## src/rtl/sjm_pkg.sv

```systemverilog
package sjm_pkg;

    localparam int NUM_PINS = 2;

    typedef enum logic [1:0] {
        ST_CHARGE = 2'd0,
        ST_SAMPLE = 2'd1,
        ST_DISCH  = 2'd2
    } seq_state_e;

endpackage

```

## src/rtl/sjm_sync.sv

```systemverilog
module sjm_sync #(
    parameter int STAGES = 2,
    parameter int WIDTH  = 2
) (
    input  logic             clk,
    input  logic             rst_n,
    input  logic [WIDTH-1:0] async_i,
    output logic [WIDTH-1:0] sync_o
);

    generate
        if (STAGES == 0) begin : g_bypass
            assign sync_o = async_i;
        end else begin : g_chain
            logic [WIDTH-1:0] stg_d [STAGES];
            logic [WIDTH-1:0] stg_q [STAGES];

            always_comb begin
                stg_d[0] = async_i;
                for (int i = 1; i < STAGES; i++) begin
                    stg_d[i] = stg_q[i-1];
                end
            end

            always_ff @(posedge clk or negedge rst_n) begin
                if (!rst_n) begin
                    for (int i = 0; i < STAGES; i++) begin
                        stg_q[i] <= '0;
                    end
                end else begin
                    for (int i = 0; i < STAGES; i++) begin
                        stg_q[i] <= stg_d[i];
                    end
                end
            end

            assign sync_o = stg_q[STAGES-1];
        end
    endgenerate

endmodule

```

## src/rtl/sjm_seq.sv

```systemverilog
module sjm_seq
    import sjm_pkg::*;
#(
    parameter int CHARGE_CYC = 4
) (
    input  logic                clk,
    input  logic                rst_n,
    input  logic [NUM_PINS-1:0] sense_i,
    output logic [NUM_PINS-1:0] pad_oe_o,
    output logic [NUM_PINS-1:0] pad_out_o,
    output logic [NUM_PINS-1:0] fault_evt_o
);

    localparam int CW = (CHARGE_CYC > 1) ? $clog2(CHARGE_CYC) : 1;
    localparam logic [CW-1:0] LAST_CHG = CW'(CHARGE_CYC - 1);

    typedef struct packed {
        seq_state_e    st;
        logic          drv;   // 0: pin A drives, 1: pin B drives
        logic [CW-1:0] cnt;
    } seq_reg_t;

    seq_reg_t seq_d, seq_q;

    always_comb begin
        seq_d = seq_q;
        unique case (seq_q.st)
            ST_CHARGE: begin
                if (seq_q.cnt == LAST_CHG) begin
                    seq_d.st  = ST_SAMPLE;
                    seq_d.cnt = '0;
                end else begin
                    seq_d.cnt = seq_q.cnt + 1'b1;
                end
            end
            ST_SAMPLE: begin
                seq_d.st = ST_DISCH;
            end
            ST_DISCH: begin
                seq_d.st  = ST_CHARGE;
                seq_d.drv = ~seq_q.drv;
            end
            default: begin
                seq_d.st  = ST_CHARGE;
                seq_d.cnt = '0;
            end
        endcase
    end

    always_ff @(posedge clk or negedge rst_n) begin
        if (!rst_n) begin
            seq_q <= '{st: ST_CHARGE, drv: 1'b0, cnt: '0};
        end else begin
            seq_q <= seq_d;
        end
    end

    // Pad drive and fault detection follow the registered state only.
    always_comb begin
        pad_oe_o    = '0;
        pad_out_o   = '0;
        fault_evt_o = '0;
        unique case (seq_q.st)
            ST_CHARGE: begin
                pad_oe_o[seq_q.drv]  = 1'b1;
                pad_out_o[seq_q.drv] = 1'b1;
            end
            ST_SAMPLE: begin
                pad_oe_o[seq_q.drv]    = 1'b1;
                pad_out_o[seq_q.drv]   = 1'b1;
                fault_evt_o[seq_q.drv] = ~sense_i[~seq_q.drv];
            end
            ST_DISCH: begin
                pad_oe_o  = '1;
                pad_out_o = '0;
            end
            default: begin
                pad_oe_o = '0;
            end
        endcase
    end

endmodule

```

## src/rtl/sjm_pin_stat.sv

```systemverilog
module sjm_pin_stat #(
    parameter int CNT_W = 8
) (
    input  logic             clk,
    input  logic             rst_n,
    input  logic             clr_i,
    input  logic             evt_i,
    output logic             live_o,
    output logic             sticky_o,
    output logic [CNT_W-1:0] cnt_o
);

    localparam logic [CNT_W-1:0] CNT_MAX = '1;

    typedef struct packed {
        logic             live;
        logic             sticky;
        logic [CNT_W-1:0] cnt;
    } stat_reg_t;

    stat_reg_t st_d, st_q;

    always_comb begin
        st_d      = st_q;
        st_d.live = evt_i;
        if (clr_i) begin
            st_d.cnt    = '0;
            st_d.sticky = 1'b0;
        end
        if (evt_i) begin
            st_d.sticky = 1'b1;
            if (st_d.cnt != CNT_MAX) begin
                st_d.cnt = st_d.cnt + 1'b1;
            end
        end
    end

    always_ff @(posedge clk or negedge rst_n) begin
        if (!rst_n) begin
            st_q <= '0;
        end else begin
            st_q <= st_d;
        end
    end

    assign live_o   = st_q.live;
    assign sticky_o = st_q.sticky;
    assign cnt_o    = st_q.cnt;

endmodule

```

## src/rtl/sjm_monitor.sv

```systemverilog
module sjm_monitor
    import sjm_pkg::*;
#(
    parameter int CHARGE_CYC  = 4,
    parameter int SYNC_STAGES = 2,
    parameter int CNT_W       = 8
) (
    input  logic                      clk,
    input  logic                      rst_n,
    input  logic                      clr_i,
    input  logic [NUM_PINS-1:0]       pad_in_i,
    output logic [NUM_PINS-1:0]       pad_oe_o,
    output logic [NUM_PINS-1:0]       pad_out_o,
    output logic [NUM_PINS-1:0]       fault_live_o,
    output logic [NUM_PINS-1:0]       fault_sticky_o,
    output logic [NUM_PINS*CNT_W-1:0] fault_cnt_o
);

    logic [NUM_PINS-1:0] sense_sync;
    logic [NUM_PINS-1:0] fault_evt;

    sjm_sync #(
        .STAGES (SYNC_STAGES),
        .WIDTH  (NUM_PINS)
    ) u_sync (
        .clk     (clk),
        .rst_n   (rst_n),
        .async_i (pad_in_i),
        .sync_o  (sense_sync)
    );

    sjm_seq #(
        .CHARGE_CYC (CHARGE_CYC)
    ) u_seq (
        .clk         (clk),
        .rst_n       (rst_n),
        .sense_i     (sense_sync),
        .pad_oe_o    (pad_oe_o),
        .pad_out_o   (pad_out_o),
        .fault_evt_o (fault_evt)
    );

    for (genvar p = 0; p < NUM_PINS; p++) begin : g_pin
        sjm_pin_stat #(
            .CNT_W (CNT_W)
        ) u_stat (
            .clk      (clk),
            .rst_n    (rst_n),
            .clr_i    (clr_i),
            .evt_i    (fault_evt[p]),
            .live_o   (fault_live_o[p]),
            .sticky_o (fault_sticky_o[p]),
            .cnt_o    (fault_cnt_o[p*CNT_W +: CNT_W])
        );
    end

endmodule

```

## config.mk

```make
export PLATFORM = sky130hd
export DESIGN_NAME = sjm_monitor
export DESIGN_NICKNAME = d
export VERILOG_FILES = /design/src/rtl/sjm_pkg.sv /design/src/rtl/sjm_sync.sv /design/src/rtl/sjm_seq.sv /design/src/rtl/sjm_pin_stat.sv /design/src/rtl/sjm_monitor.sv
export SDC_FILE = /design/constraint.sdc
export NUM_CORES = 1
export LEC_CHECK = 0
export ABC_AREA = 1
export BUFFER_PORTS_ARGS = -buffer_cell sky130_fd_sc_hd__buf_4
export CAP_MARGIN = 20
export CORE_MARGIN = 2
export CORE_UTILIZATION = 30
export DETAILED_ROUTE_END_ITERATION = 7
export PLACE_DENSITY = 0.54
export SYNTH_ARGS = -nofsm -noshare
export SYNTH_HDL_FRONTEND = slang
export SYNTH_SLANG_ARGS = --single-unit
export TNS_END_PERCENT = 5
```

## constraint.sdc

```tcl
create_clock -name clk -period 1.93 [get_ports clk]
set_clock_uncertainty 0.1 [all_clocks]
set_input_delay 0.0965 -clock clk [delete_from_list [all_inputs] [get_ports clk]]
set_output_delay 0.0965 -clock clk [all_outputs]
set_load 0.005 [all_outputs]
```

==> summary.txt <==
Pwr
  • Leakage power: 1.059 nW
  • PwrDens: 628.8 mW/mm^2
  • Pwr Total: 1.319 mW
  • Max VDD drop: 0.4547 mV

Placement
  • DPL Wire Length: 2716 um
  • Gpl congestion: 0.8502
  • DP Area: 0.001952 sq mm
  • I/O Buffers: 28

Detailed routing
  • DR pass1 iterations: 4
  • Routed vias/inst: 4.439
  • Wirelength, routed: 3710 um
  • Initial drt markers: 134
  • Antenna Violating Nets Remaining: 0
  • WL/cell: 11.24 um
  • Residual DRC: 0
  • DR vias: 1,465

Clock network
  • Post-CTS setup buffers: 0
  • Clock sink count: 29
  • TritonCTS clock tree: built
  • CTS buffer count: 5
  • Root Buffer: clkbuf_8
  • Clock latency on the worst-skew pair: 280 ps
  • Worst-path clk slew: 60 ps
  • Worst-case clock buffer depth: 2
  • Htree depth: 2

Worst setup path
  • Setup crit end kind: output port
  • Register-to-register setup slack: 350 ps
  • FF-to-FF path depth: 8
  • WS Path Type: reg -> out
  • Type of origin of the critical path: register
  • Crit path DAT: 1390 ps
  • CP max FO: 5
  • WP data required: 1730 ps
  • Worst r2r src: u_seq.seq_q[4]
  • Worst reg2reg endpoint: g_pin[0].u_stat.cnt_o[0]

GRT
  • First-pass GRT wire length: 6306 um
  • Initial antenna violation count: 0
  • Vias in the first global route: 1,365
  • Pin count of the biggest net entering global routing: 30
  • GRT Total Usage: 0.1286
  • Grt ovf: 0

Die
  • Die area: 0.006300 sq mm
  • Std cell rows: 27
  • Core area: 0.005507 sq mm
  • Die width: 79.37 um
  • Num ports: 29
  • Starting Density: 0.3095
  • Die Span Y: 79.37 um

Min path
  • Worst hold path depth: 4
  • HP Start: clr_i
  • Worst hold-check path type: in -> reg
  • Worst Hold End: g_pin[1].u_stat.cnt_o[4]

STA
  • Fin crit share: 0.8212
  • Min Hold Slack: 153.8 ps
  • Setup TNS: 0 ps
  • Minimum clock period: 1585 ps
  • Peak Freq: 631.0 MHz
  • Fin. Hold Viols: 0
  • Relative slew slack: 0.7479
  • RSZ-0062 raised after global routing: false
  • Slew Limit Fails: 0
  • Final setup vio count: 0
  • Worst-Margin Slew: 378.2 ps

Logic synthesis
  • Synth Register Bits: 29
  • Synth cell types: 21
  • Syn_nets: 235
  • Synth Instances: 225
  • Sequential area share after synthesis: 0.4258
  • Ys Warns: 0
  • Mapped Area: 0.001704 sq mm
  • Average cell area after synthesis: 7.574 sq um

Final layout
  • Final nets: 267
  • Area growth from synthesis to layout: 23.13%
  • Most frequent cells in the layout: nand2_1, inv_1, dfrtp_1, buf_4, nand3_1
  • Ant. Diodes: 0
  • Final instance area: 0.002098 sq mm
  • Commonest non-fill, non-tap cell in the layout: nand2_1
  • Layout cells sized above 1: 0.2558

Run status
  • Status: finished clean

Job
  • Max capacitance violation total: 0
## through the flow
step	setup WS, ps	utilization	cells
after floorplan	479.3	-	225
after global placement	389.7	0.3545	319
after detailed placement	339.0	0.3545	319
after CTS	311.1	0.3811	330
after global routing	169.8	0.3811	330
final	345.2	0.3811	330
## cell families (layout without fill, tap and decap cells)
kind of cell	Yosys count	after routing	synth area share
flops	29	29	0.4258
xor+xnor	1	1	0.005140
buf+inv	39	72	0.1072
fa+ha+maj	5	5	0.03671
simple gates	137	137	0.3818
compound gates	14	14	0.04331
## synth_stat cells
master / instances / area, sq um
dfrtp_1: 29 / 725.7
buf_4: 5 / 37.54
o21ai_0: 5 / 25.02
xor2_1: 1 / 8.760
nand3_1: 21 / 105.1
o21ai_1: 1 / 5.000
nor3_1: 2 / 10.01
nand2_1: 68 / 255.2
nor2_4: 5 / 56.30
inv_1: 29 / 108.9
nor2_2: 9 / 56.30
inv_2: 2 / 7.510
nand3_2: 2 / 20.02
inv_4: 1 / 6.260
ha_1: 5 / 62.56
a22o_1: 1 / 8.760
nor2_1: 19 / 71.32
nor3_2: 2 / 20.02
nand2_2: 9 / 56.30
a21oi_1: 7 / 35.03
buf_6: 2 / 22.52
## registers in the layout, indices dropped and copies added, names as in the netlist
signal / flops
g_pin.u_stat.live_o: 2
u_seq.seq_q: 5
g_pin.u_stat.sticky_o: 2
u_sync.sync_o: 2
u_sync.g_chain.stg_d: 2
g_pin.u_stat.cnt_o: 16
## worst max path at each step
| stage | from | to | slack [ps] | depth (start not counted) |
|---|---|---|---|---|
| after detailed placement | u_seq.seq_q[4] | g_pin[0].u_stat.cnt_o[0] | 340 | 8 |
| after global routing | u_seq.seq_q[4] | g_pin[0].u_stat.cnt_o[0] | 170 | 8 |
| after CTS | u_seq.seq_q[4] | pad_out_o[1] | 310 | 5 |
| after floorplan | u_seq.seq_q[4] | g_pin[0].u_stat.cnt_o[6] | 480 | 9 |
| after global placement | u_seq.seq_q[4] | g_pin[0].u_stat.cnt_o[0] | 390 | 8 |
| final | u_seq.seq_q[4] | pad_out_o[1] | 350 | 5 |
## metal layers
layer,global-route usage,part of all wire
met1,0.1658,0.47
met2,0.2068,0.47
met3,0.03846,0.053
met4,0.04138,0.0092
met5,0,0
## critical path, stage by stage, from the launching register on
cell     delay, ps
dfrtp_1        410
inv_1          130
ha_1           190
inv_1           80
a21oi_1        170
buf_4          130
## area by class of cell
type	instances	area [sq um]
clock inverters	1	30.03
flip-flops and latches	29	725.7
inverters	32	122.6
repair buffers	32	247.7
well taps	72	90.09
clock buffers	7	86.33
fillers	572	3408
multi-input cells	157	795.8
## where the power goes
group          switching, mW  internal [mW]  leakage [nW]
Sequential           0.00331          0.614         0.391
Combinational         0.0292         0.0140         0.610
Clock                  0.239          0.421        0.0585
## what timing repair did
item	4_1_cts	5_1_grt
gates resized for setup	0	0
hold buffers	3	0
hold endpoints to repair	31	0
Power figures use the tool's default switching activity.
